===== config.mk =====
export PLATFORM = sky130hd
export DESIGN_NAME = frame_irq_ctrl
export DESIGN_NICKNAME = d
export VERILOG_FILES = /design/src/rtl/frirq_pkg.sv /design/src/rtl/frirq_frame_counter.sv /design/src/rtl/frirq_pair_bank.sv /design/src/rtl/frame_irq_ctrl.sv
export SDC_FILE = /design/constraint.sdc
export NUM_CORES = 1
export LEC_CHECK = 0
export ABC_AREA = 0
export BUFFER_PORTS_ARGS = -buffer_cell sky130_fd_sc_hd__buf_4
export CAP_MARGIN = 20
export CORE_MARGIN = 5
export CORE_UTILIZATION = 40
export CTS_BUF_LIST = sky130_fd_sc_hd__clkbuf_4
export CTS_CLUSTER_SIZE = 30
export DETAILED_ROUTE_END_ITERATION = 7
export PLACE_DENSITY = 0.71
export SYNTH_ARGS = -nofsm -noshare
export SYNTH_HDL_FRONTEND = slang
export SYNTH_HIERARCHICAL = 1
export SYNTH_SLANG_ARGS = --single-unit

===== constraint.sdc =====
create_clock -name clk -period 3.2 [get_ports clk]
set_input_delay 0.48 -clock clk [delete_from_list [all_inputs] [get_ports clk]]
set_output_delay 0.48 -clock clk [all_outputs]
set_load 0.01 [all_outputs]

===== src/rtl/frirq_pkg.sv =====
package frirq_pkg;
    localparam int NUM_PAIRS  = 8;
    localparam int NUM_EXT    = NUM_PAIRS - 1;
    localparam int FRAME_PAIR = NUM_PAIRS - 1;
    localparam int CNT_W      = 32;

    typedef struct packed {
        logic [NUM_PAIRS-1:0] en;
        logic [NUM_PAIRS-1:0] pend;
        logic                 irq;
    } pair_state_t;

    typedef struct packed {
        logic [CNT_W-1:0] count;
        logic [CNT_W-1:0] match;
    } frame_state_t;
endpackage


===== src/rtl/frirq_frame_counter.sv =====
module frirq_frame_counter #(
    parameter int W = frirq_pkg::CNT_W
) (
    input  logic         clk,
    input  logic         rst_n,
    input  logic         sync_i,
    input  logic         cnt_wr_i,
    input  logic         match_wr_i,
    input  logic [W-1:0] wdata_i,
    output logic [W-1:0] count_o,
    output logic [W-1:0] match_o,
    output logic         hit_o
);
    typedef struct packed {
        logic [W-1:0] count;
        logic [W-1:0] match;
    } st_t;

    st_t st_d, st_q;
    logic [W-1:0] count_inc;

    always_comb begin
        st_d      = st_q;
        count_inc = st_q.count + W'(1);
        hit_o     = 1'b0;
        if (cnt_wr_i) begin
            st_d.count = wdata_i;
        end else if (sync_i) begin
            st_d.count = count_inc;
            hit_o      = (count_inc == st_q.match);
        end
        if (match_wr_i) st_d.match = wdata_i;
    end

    always_ff @(posedge clk or negedge rst_n) begin
        if (!rst_n) st_q <= '0;
        else        st_q <= st_d;
    end

    assign count_o = st_q.count;
    assign match_o = st_q.match;


    inc_step_chk: assert property (@(posedge clk) disable iff (!rst_n)
        (sync_i && !cnt_wr_i) |=> count_o == $past(count_o) + W'(1));

    cnt_write_chk: assert property (@(posedge clk) disable iff (!rst_n)
        cnt_wr_i |=> count_o == $past(wdata_i));

    hit_equal_chk: assert property (@(posedge clk) disable iff (!rst_n)
        (hit_o && !match_wr_i) |=> count_o == match_o);
endmodule


===== src/rtl/frirq_pair_bank.sv =====
module frirq_pair_bank #(
    parameter int N = frirq_pkg::NUM_PAIRS
) (
    input  logic           clk,
    input  logic           rst_n,
    input  logic           wr_i,
    input  logic [2*N-1:0] wfield_i,
    input  logic [N-1:0]   set_i,
    output logic [2*N-1:0] rfield_o,
    output logic           irq_o
);
    typedef struct packed {
        logic [N-1:0] en;
        logic [N-1:0] pend;
        logic         irq;
    } st_t;

    st_t st_d, st_q;
    logic [N-1:0] wen, wclr;

    for (genvar k = 0; k < N; k++) begin : g_unpack
        assign wen[k]            = wfield_i[2*k+1];
        assign wclr[k]           = wfield_i[2*k];
        assign rfield_o[2*k+1]   = st_q.en[k];
        assign rfield_o[2*k]     = st_q.pend[k];
    end

    always_comb begin
        st_d = st_q;
        if (wr_i) begin
            st_d.en   = wen;
            st_d.pend = st_q.pend & ~wclr;
        end
        st_d.pend = st_d.pend | set_i;
        st_d.irq  = |(st_d.en & st_d.pend);
    end

    always_ff @(posedge clk or negedge rst_n) begin
        if (!rst_n) st_q <= '0;
        else        st_q <= st_d;
    end

    assign irq_o = st_q.irq;

    for (genvar k = 0; k < N; k++) begin : g_chk

        pend_set_chk: assert property (@(posedge clk) disable iff (!rst_n)
            set_i[k] |=> rfield_o[2*k]);

        pend_clr_chk: assert property (@(posedge clk) disable iff (!rst_n)
            (wr_i && wclr[k] && !set_i[k]) |=> !rfield_o[2*k]);
    end


    irq_match_chk: assert property (@(posedge clk) disable iff (!rst_n)
        irq_o == |(st_q.en & st_q.pend));
endmodule


===== src/rtl/frame_irq_ctrl.sv =====
module frame_irq_ctrl #(
    parameter int ADDR_W = 8,
    parameter int DATA_W = 32,
    parameter logic [ADDR_W-1:0] CTRL_ADDR  = 8'h00,
    parameter logic [ADDR_W-1:0] COUNT_ADDR = 8'h40,
    parameter logic [ADDR_W-1:0] MATCH_ADDR = 8'h50
) (
    input  logic              clk,
    input  logic              rst_n,
    input  logic [ADDR_W-1:0] reg_addr,
    input  logic              reg_wr,
    input  logic [DATA_W-1:0] reg_wdata,
    output logic [DATA_W-1:0] reg_rdata,
    input  logic              frame_sync,
    input  logic [frirq_pkg::NUM_EXT-1:0] event_strobe,
    output logic              irq
);
    import frirq_pkg::*;
    localparam int FIELD_W = 2 * NUM_PAIRS;
    localparam int FIELD_LO = DATA_W - FIELD_W;

    logic sel_ctrl, sel_count, sel_match;
    logic [DATA_W-1:0] count_v, match_v;
    logic [FIELD_W-1:0] ctrl_field;
    logic frame_hit;
    logic [NUM_PAIRS-1:0] set_vec;

    assign sel_ctrl  = (reg_addr == CTRL_ADDR);
    assign sel_count = (reg_addr == COUNT_ADDR);
    assign sel_match = (reg_addr == MATCH_ADDR);
    assign set_vec   = {frame_hit, event_strobe};

    frirq_frame_counter #(.W(DATA_W)) u_frame (
        .clk        (clk),
        .rst_n      (rst_n),
        .sync_i     (frame_sync),
        .cnt_wr_i   (reg_wr && sel_count),
        .match_wr_i (reg_wr && sel_match),
        .wdata_i    (reg_wdata),
        .count_o    (count_v),
        .match_o    (match_v),
        .hit_o      (frame_hit)
    );

    frirq_pair_bank #(.N(NUM_PAIRS)) u_pairs (
        .clk      (clk),
        .rst_n    (rst_n),
        .wr_i     (reg_wr && sel_ctrl),
        .wfield_i (reg_wdata[DATA_W-1:FIELD_LO]),
        .set_i    (set_vec),
        .rfield_o (ctrl_field),
        .irq_o    (irq)
    );

    always_comb begin
        reg_rdata = '0;
        if (sel_ctrl)       reg_rdata = {ctrl_field, {FIELD_LO{1'b0}}};
        else if (sel_count) reg_rdata = count_v;
        else if (sel_match) reg_rdata = match_v;
    end


    low_half_zero_chk: assert property (@(posedge clk) disable iff (!rst_n)
        sel_ctrl |-> reg_rdata[FIELD_LO-1:0] == '0);

    frame_pend_chk: assert property (@(posedge clk) disable iff (!rst_n)
        frame_hit |=> reg_rdata[DATA_W-2] || !sel_ctrl);
endmodule


==> metrics.txt, run 1 <==
M1 WL=7213 um; root buf cell=clkbuf_4; Max Freq=0.3194 GHz; Placed Instances=856; DR WL/cell=17.93 um; Synth-to-Final Area Change=21.25%; Clock Latency Late Sink=0.49 ns; Reg clk slew, reported paths=0.14 ns; Hold Crit Class=in2reg; Tot GR Track Use=19.72%; crit path max fanout=6; critical path data required time=3.64 ns; ANT nets after route=0; TritonRoute pass-1 iters=5; largest net degree at the start of global routing=82; mapped cell area=5559 sq um; ys async rst share=100.0%; Die W=127.9 um; antenna violations before repair=1; Layout Nets=744; Max IR drop VDD=320.8 uV; DIE HEIGHT=127.9 um; syn_nets=651; Seq/Total Area, Yosys=36.46%; Final HPWL DP=11,850 um; Post-Synthesis Cells=599; Slew HR=61.63%; Overflow after GRT=0; routed vias=4,961; Post-route DRC=0; Setup-failing EPs final=0; clk buf depth=2; starting density of the core=40.36%; die area=16,360 sq um; top post-synthesis cells by area=dfrtp_1 (36%), mux2_2 (11%), xnor2_1 (5.0%); Synth top area share=36.46%; Placer Congestion=0.9186; crit end category=flop; clock sink total=81; wire length on met2=7292 um; post-route insts no fill=879; post-layout min period=3.131 ns; critical path type=reg2reg; CTS tree=done; final core occ=48.94%; crit path launch type=flop; metal3 WL=936 um; core area=13,770 sq um; synthesized flop and latch total=81; RSZ-0062 raised after global routing=yes; global-route wire length before repair=25,940 um; syn_area_per_cell=9.281 sq um; Post-synth EDFFs=0; ys flop type=dfrtp_1; Setup Skew=0.01987 ns; PwrDens=421.0 nW/um^2; max_cap viols=0; Top Layer Used=met4; CP arrival=3.57 ns; IO Port Bufs=83; highest-count cells in the layout ignoring fill and taps=buf_4 (121), dfrtp_1 (79), nand2_1 (65); most common cell after layout, fill and taps aside=buf_4; Netlist cell types=64; fin crit share=97.84%; design area=6740 sq um; 1st-iter DRT viols=398; H-tree depth=3; biggest area consumer among synthesized cells=dfrtp_1; ratio of cells with drive above 1 in the final layout=30.99%; Placed Area=6451 sq um; Tightest Pin Transition=0.5756 ns; io pins=84; Routed WL=15,760 um; vias in the first global route=5,027; Slew Limit Fails=0; num rows=43; warnings from Yosys=6; total negative slack=0 ns; Hold Violations, Final=0; vias per inst=5.644; outcome=complete, no violations; CTS buffer count=9; Leak=2.858 nW
## through the flow
stage / hold WS, ns / worst slack, ns / total power, mW
after CTS: 0.1431 / 0.008668 / 2.797
after global routing: 0.1370 / -0.08162 / 3.013
after global placement: 0.4869 / 0.1373 / 2.069
after floorplan: 0.1844 / 0.1519 / 1.801
final: 0.1786 / 0.06917 / 2.838
after detailed placement: 0.5057 / -0.01250 / 2.091
## per-layer routing
| layer | vias up | GRT usage (%) |
|---|---|---|
| li1 | 2351 | - |
| met1 | 2425 | 27.27 |
| met2 | 157 | 30.53 |
| met3 | 28 | 4.958 |
| met4 | 0 | 5.868 |
| met5 | - | 0 |
## registers in the layout, indices dropped and copies added (netlist names)
signal and count:
u_frame/count_o 32, u_frame/match_o 32, u_pairs/irq_o 1, u_pairs/rfield_o 16
## cell usage after synthesis (3+ instances only)
master / instances
o22ai_1: 3
and4_1: 3
nor4b_1: 3
mux2i_1: 21
nand2b_1: 6
nand3_1: 17
a31oi_1: 3
xor2_1: 30
o311ai_0: 3
a21o_1: 9
o21ai_0: 37
clkbuf_1: 21
mux2_2: 53
buf_6: 7
o31ai_1: 3
a21oi_1: 10
nor3b_1: 4
buf_4: 5
a22oi_1: 17
xnor2_1: 32
nand4_1: 20
buf_2: 7
nand2_1: 65
inv_1: 7
a21boi_0: 3
nor2_1: 57
nor4_1: 8
nor3_1: 14
dfrtp_1: 81
and3_1: 7
nor2b_1: 3
## cell type report
| class | count | area, sq um |
|---|---|---|
| well taps | 180 | 225.2 |
| flip-flops and latches | 81 | 2029 |
| clock buffers | 9 | 67.56 |
| diodes | 2 | 5.005 |
| clock inverters | 7 | 93.84 |
| repair buffers | 123 | 945.9 |
| multi-input cells | 469 | 3343 |
| fillers | 1345 | 7033 |
| inverters | 8 | 30.03 |
## path summary, 6_finish.rpt
kind / startpoint / endpoint / slack [ns] / cells after the start
min in group asynchronous: rst_n / u_pairs/rfield_o[3] / 0.43 / 2
worst min-delay path: event_strobe[0] / u_pairs/rfield_o[0] / 0.18 / 2
worst max-delay path: u_frame/count_o[1] / u_pairs/irq_o / 0.07 / 12
max in group asynchronous: rst_n / u_frame/count_o[6] / 2.15 / 3
worst max register to register: u_frame/count_o[1] / u_pairs/irq_o / 0.07 / 12
worst min register to register: u_pairs/rfield_o[10] / u_pairs/rfield_o[10] / 0.53 / 1
## what timing repair did
item | CTS | global route
resized for setup | 1 | 13
setup endpoints to repair | 1 | 1
hold endpoints to repair | 0 | 29
hold buffers | 0 | 1
setup buffers | 0 | 3
pin swaps | 0 | 4
## worst max-delay path: stages (launching register included)
cell      delay (ns)
dfrtp_1         0.42
ha_4            0.19
nand4_4         0.14
or4_4           0.63
nor4_4          0.26
mux2_1          0.18
a21oi_1         0.06
a2111o_1        0.34
nor4_4          0.38
nand2b_1        0.16
a21boi_1        0.06
o22a_1          0.16
nand4_1         0.10
## cells by family (layout without fill, tap and decap cells)
kind of cell             after synthesis  count (layout)  share of synthesized area (%)
XOR/XNOR                              62              62                          9.768
buffers and inverters                 49             147                          4.749
AO/OA/AOI/OAI                        103             103                          12.24
adder cells (fa/ha/maj)                1               1                         0.2250
flip-flops                            81              81                          36.46
other                                  0               2                              0
multiplexers                          77              77                          15.26
AND/OR/NAND/NOR                      226             226                          21.29
## power breakdown
part	total, mW	switching (mW)	leakage, nW	internal, mW
Clock	0.701	0.385	0.0823	0.315
Combinational	0.887	0.457	1.74	0.431
Sequential	1.25	0.128	1.04	1.12
(Power assumes the default switching activity.)
==> inputs of run 2 (changes only) <==
REMOVE_ABC_BUFFERS = 1   (was not set)
==> run 2 against run 1 <==
Compared with the run above:
- power increased by 0.42%
- cell count is 0.46% lower
- first-iteration DRC count up 14%
- die area unchanged
- setup slack gained 0.050 ns
- wire length grew 4.5%
- design area down 0.30%
- sequential share of layout area grew 0.16 points
- critical endpoint unchanged
- largest cell class unchanged
- largest power group unchanged
==> metrics.txt, run 2 (same netlist as run 1, synthesis figures left out) <==
largest net degree at the start of global routing=82 (unchanged); CP cell instances=ha_4 -> nand4_4 -> or4_4 -> nor4_4 -> mux2_4 -> a21oi_2 -> a2111o_1 -> nor4_4 -> nand2b_1 -> a21boi_1 -> o22a_1 -> nand4_1 (was ha_4 -> nand4_4 -> or4_4 -> nor4_4 -> mux2_1 -> a21oi_1 -> a2111o_1 -> nor4_4 -> nand2b_1 -> a21boi_1 -> o22a_1 -> nand4_1); crit path launch type=flop (unchanged); Final HPWL DP=12,030 um (was 11,850 um); metal3 WL=989 um (was 936 um); Layout Nets=742 (was 744); PwrDens=424.0 nW/um^2 (was 421.0 nW/um^2); vias in the first global route=4,905 (was 5,027); global-route wire length before repair=26,230 um (was 25,940 um); M1 WL=7399 um (was 7213 um); Post-route DRC=0 (unchanged); # diodes=0 (was 2); max_cap viols=0 (unchanged); worst hold endpoint=u_pairs/rfield_o[10] (was u_pairs/rfield_o[0]); Clock Latency Late Sink=0.47 ns (was 0.49 ns); Routed WL=16,480 um (was 15,760 um); R2R Path End=u_pairs/irq_o (unchanged); fin crit share=96.26% (was 97.84%); Max Freq=0.3246 GHz (was 0.3194 GHz); Placer Congestion=0.8892 (was 0.9186); outcome=complete, no violations (unchanged); Setup Skew=0.01806 ns (was 0.01987 ns); antenna violations before repair=0 (was 1); crit path max fanout=6 (unchanged); reg-to-reg slack, setup=0.12 ns (was 0.07 ns); clk buf depth=2 (unchanged); reg-to-reg startpoint=u_frame/count_o[1] (unchanged); Placed Instances=856 (unchanged); Setup-failing EPs final=0 (unchanged); core area=13,770 sq um (unchanged); routed vias=4,937 (was 4,961); CTS buffer count=9 (unchanged); number of fill cells in the layout=1,362 (was 1,345); Reg clk slew, reported paths=0.14 ns (about the same); hold path depth=2 (unchanged); WP buf/inv=0 (unchanged); Tightest Pin Transition=0.5909 ns (was 0.5756 ns); wire length on met2=7752 um (was 7292 um); final core occ=48.79% (was 48.94%); io pins=84 (unchanged); highest-count cells in the layout ignoring fill and taps=buf_4 (119), dfrtp_1 (75), nand2_1 (65) (was buf_4 (121), dfrtp_1 (79), nand2_1 (65)); die area=16,360 sq um (unchanged); Worst path max stage delay=0.64 ns (was 0.63 ns); Placed Area=6451 sq um (unchanged); H-tree depth=3 (unchanged); TritonRoute pass-1 iters=5 (unchanged); design area=6720 sq um (was 6740 sq um); Tot GR Track Use=20.15% (was 19.72%); Max IR drop VDD=236.0 uV (was 320.8 uV); num rows=43 (unchanged); 1st-iter DRT viols=452 (was 398); most common cell after layout, fill and taps aside=buf_4 (unchanged); CP arrival=3.49 ns (was 3.57 ns); RSZ-0062 raised after global routing=yes (unchanged); vias per inst=5.642 (was 5.644); Worst Hold Launch=event_strobe[5] (was event_strobe[0]); Slew HR=60.61% (was 61.63%); CTS tree=done (unchanged); post-route insts no fill=875 (was 879); crit end category=flop (unchanged); critical path type=reg2reg (unchanged); critical path data required time=3.61 ns (was 3.64 ns); starting density of the core=40.36% (unchanged); CP max stage cell=or4_4 (unchanged); Hold Crit Class=in2reg (unchanged); Hold Violations, Final=0 (unchanged); post-layout min period=3.080 ns (was 3.131 ns); Crit path max-delay family=simple AND/OR/NAND/NOR gates (unchanged); clock sink total=81 (unchanged); r2r worst-path depth=12 (unchanged); cell repeated most along the worst path=nor4_4 (unchanged); ratio of cells with drive above 1 in the final layout=31.37% (was 30.99%); Die W=127.9 um (unchanged); ANT nets after route=0 (unchanged); Top Layer Used=met4 (unchanged); Synth-to-Final Area Change=20.89% (was 21.25%); Overflow after GRT=0 (unchanged); Leak=2.843 nW (was 2.858 nW); root buf cell=clkbuf_4 (unchanged); DIE HEIGHT=127.9 um (unchanged); IO Port Bufs=83 (unchanged); DR WL/cell=18.83 um (was 17.93 um); Slew Limit Fails=0 (unchanged)
[run 2: cell types whose count changed in the layout (fill, tap and decap cells not counted), sizes merged]
cell / before / now
buf: 122 / 120
clkinvlp: 2 / 0
clkbuf: 9 / 10
clkinv: 3 / 4
diode: 2 / 0
[run 2: metrics by stage]
step | setup TNS (ns) | setup slack, ns | total power [mW] | hold slack [ns]
floorplan | -2.613 | -0.7321 | 1.731 | 0.1844
global placement | 0 | 0.1265 | 2.074 | 0.4849
detailed placement | 0 | 0.06122 | 2.088 | 0.4973
CTS | 0 | 0.007687 | 2.820 | 0.1669
global route | -0.02416 | -0.02416 | 3.017 | 0.1736
finish | 0 | 0.1196 | 2.850 | 0.2028
[run 2: layer usage]
| metal | global-route usage (%) | up-vias |
|---|---|---|
| met4 | 5.618 | 0 |
| met1 | 26.99 | 2411 |
| met5 | 0 | - |
| met2 | 32.26 | 162 |
| met3 | 5.292 | 27 |
| li1 | - | 2337 |
[run 2: worst max-delay path by stage]
stage | startpoint | endpoint | slack [ns] | depth (start not counted)
after global placement | u_frame/count_o[3] | u_pairs/irq_o | 0.13 | 10
after global routing | u_frame/count_o[0] | u_pairs/irq_o | -0.02 | 12
after floorplan | reg_addr[1] | u_pairs/irq_o | -0.73 | 12
final | u_frame/count_o[1] | u_pairs/irq_o | 0.12 | 12
after CTS | u_frame/count_o[3] | u_pairs/irq_o | 0.008 | 10
after detailed placement | u_frame/count_o[3] | u_pairs/irq_o | 0.06 | 10
[run 2: where the power goes]
group,leakage [nW],switching (mW),internal (mW)
logic,1.72,0.443,0.408
registers,1.03,0.158,1.13
clock network,0.0910,0.387,0.329
[run 2: repair_timing]
item                                    CTS  global route
hold endpoints to repair                  0            11
hold buffers                              0             1
setup buffers                             0             1
resized for setup                         0            17
endpoints found under the setup margin    0             1
[run 2: layout make-up]
type / count / area (sq um) / share of cell area (%)
clock inverters: 6 / 91.34 / 1.359
well taps: 180 / 225.2 / 3.351
clock buffers: 10 / 75.07 / 1.117
multi-input cells: 469 / 3333 / 49.60
inverters: 8 / 30.03 / 0.4468
repair buffers: 121 / 930.9 / 13.85
flip-flops and latches: 81 / 2034 / 30.27
==> inputs of run 3 (changes only) <==
RECOVER_POWER = 25   (was not set)
==> run 3 against run 2 <==
Compared with the run above:
- core utilization is essentially flat
- via count is the same
- register-to-register slack is essentially flat
- clock power is essentially flat
- maximum frequency is essentially flat
- flip-flop and latch count is the same
- clock skew is essentially flat
- first-iteration DRC count is the same
- combinational power is essentially flat
- die area is the same
- largest power group unchanged
- wire length is essentially flat
- cell count is the same
==> metrics.txt, run 3 (same netlist as run 1, synthesis figures left out) <==
outcome=complete, no violations (unchanged); vias in the first global route=4,905 (unchanged); Placed Instances=856 (unchanged); fin crit share=96.22% (was 96.26%); Hold Crit Class=in2reg (unchanged); Setup-failing EPs final=0 (unchanged); critical path data required time=3.61 ns (about the same); crit path launch type=flop (unchanged); R2R Path End=u_pairs/irq_o (unchanged); highest-count cells in the layout ignoring fill and taps=buf_4 (118), dfrtp_1 (75), nand2_1 (65) (was buf_4 (119), dfrtp_1 (75), nand2_1 (65)); io pins=84 (unchanged); reg-to-reg slack, setup=0.12 ns (about the same); vias per inst=5.642 (unchanged); largest net degree at the start of global routing=82 (unchanged); antenna violations before repair=0 (unchanged); met2 GRT Util=32.26% (unchanged); Synth-to-Final Area Change=20.82% (was 20.89%); total negative slack=0 ns (unchanged); GRT Max-Usage Layer=met2 (unchanged); root buf cell=clkbuf_4 (unchanged); ANT nets after route=0 (unchanged); TritonRoute pass-1 iters=5 (unchanged); GRT met3 Usage=5.292% (unchanged); cell repeated most along the worst path=nor4_4 (unchanged); post-layout min period=3.079 ns (was 3.080 ns); RSZ-0062 raised after global routing=yes (unchanged); reg-to-reg startpoint=u_frame/count_o[1] (unchanged); max_cap viols=0 (unchanged); Layout Nets=742 (unchanged); CP cell instances=ha_4 -> nand4_4 -> or4_4 -> nor4_4 -> mux2_4 -> a21oi_2 -> a2111o_1 -> nor4_4 -> nand2b_1 -> a21boi_1 -> o22a_1 -> nand4_1 (unchanged); DIE HEIGHT=127.9 um (unchanged); Clock Latency Late Sink=0.47 ns (about the same); Overflow after GRT=0 (unchanged); routed vias=4,937 (unchanged); CP arrival=3.49 ns (about the same); clock sink total=81 (unchanged); num rows=43 (unchanged); 1st-iter DRT viols=452 (unchanged); Reg clk slew, reported paths=0.14 ns (about the same); Placer Congestion=0.8892 (unchanged); Die W=127.9 um (unchanged); IO Port Bufs=83 (unchanged); H-tree depth=3 (unchanged); core area=13,770 sq um (unchanged); starting density of the core=40.36% (unchanged); Routed WL=16,470 um (was 16,480 um); worst setup path startpoint=u_frame/count_o[1] (unchanged); Max IR drop VDD=235.1 uV (was 236.0 uV); Slew Limit Fails=0 (unchanged); Leak=2.839 nW (was 2.843 nW); post-route insts no fill=875 (unchanged); crit path to=u_pairs/irq_o (unchanged); Setup Skew=0.01822 ns (was 0.01806 ns); Slew HR=48.87% (was 60.61%); Tightest Pin Transition=0.7670 ns (was 0.5909 ns); Hold Violations, Final=0 (unchanged); Tot GR Track Use=20.15% (unchanged); PwrDens=424.0 nW/um^2 (about the same); Max Freq=0.3248 GHz (was 0.3246 GHz); Worst path max stage delay=0.64 ns (about the same); crit end category=flop (unchanged); ratio of cells with drive above 1 in the final layout=31.22% (was 31.37%); met1 Use GR=26.99% (unchanged); CP max stage cell=or4_4 (unchanged); DR WL/cell=18.83 um (about the same); clk buf depth=2 (unchanged); die area=16,360 sq um (unchanged); r2r worst-path depth=12 (unchanged); crit path max fanout=6 (unchanged); most common cell after layout, fill and taps aside=buf_4 (unchanged); Post-route DRC=0 (unchanged); Final HPWL DP=12,030 um (unchanged); CTS buffer count=9 (unchanged); global-route wire length before repair=26,230 um (unchanged); # diodes=0 (unchanged); number of fill cells in the layout=1,364 (was 1,362); critical path type=reg2reg (unchanged); CTS tree=done (unchanged)
-- run 3: changes by cell type in the layout (fill, tap and decap cells not counted), sizes merged --
| cell | change |
|---|---|
| buf | -1 |
| clkbuf | +1 |
-- run 3: worst min-delay path by stage --
stage                                     from  slack (ns)                   end  cells after the start
after CTS                      event_strobe[0]        0.17   u_pairs/rfield_o[0]                      2
after global placement    u_pairs/rfield_o[10]        0.48  u_pairs/rfield_o[10]                      1
after global routing           event_strobe[0]        0.17   u_pairs/rfield_o[0]                      2
after floorplan                          rst_n        0.18    u_frame/count_o[0]                      0
after detailed placement  u_pairs/rfield_o[10]        0.50  u_pairs/rfield_o[10]                      1
final                          event_strobe[5]        0.20  u_pairs/rfield_o[10]                      2
-- run 3: area by class of cell --
class / count / area, sq um / share of cell area [%]
clock buffer: 10 / 75.07 / 1.118
multi-input combinational: 469 / 3333 / 49.63
sequential: 81 / 2034 / 30.29
timing repair buffer: 121 / 927.1 / 13.80
inverter: 8 / 30.03 / 0.4471
clock inverter: 6 / 91.34 / 1.360
tap: 180 / 225.2 / 3.353
-- run 3: critical path, delay by kind of cell, from the launching register on --
family | cells | cell delay [ns]
adder cells (fa/ha/maj) | 1 | 0.18
AO/OA/AOI/OAI | 4 | 0.60
AND/OR/NAND/NOR | 6 | 1.58
multiplexers | 1 | 0.21
flip-flops | 1 | 0.43
-- run 3: routing by layer --
layer	wire length [um]	part of all wire (%)	vias to the layer above
met4	340	2.1	0
met5	0	0	-
met1	7340	45	2408
met3	1054	6.4	26
met2	7737	47	165
li1	-	-	2338
-- run 3: power breakdown --
part	total [mW]	switching [mW]	internal [mW]
clock	0.715	0.386	0.329
combinational	0.849	0.442	0.407
sequential	1.28	0.158	1.13
-- run 3: through the flow --
step	util (%)	setup slack [ns]	hold WS [ns]	cell area (sq um)	power, mW
4_1_cts	48.05	0.007687	0.1669	6618	2.820
2_1_floorplan	-	-0.7321	0.1844	5325	1.731
3_3_place_gp	46.84	0.1265	0.4849	6451	2.074
3_5_place_dp	46.84	0.06122	0.4973	6451	2.088
5_1_grt	48.76	-0.02416	0.1736	6716	3.016
6_report	48.76	0.1211	0.2032	6716	2.848
-- run 3: timing repair --
action | 4_1_cts | 5_1_grt
gates resized for setup | 0 | 17
setup endpoints to repair | 0 | 1
hold buffers | 0 | 1
hold endpoints to repair | 0 | 11
setup buffers | 0 | 1
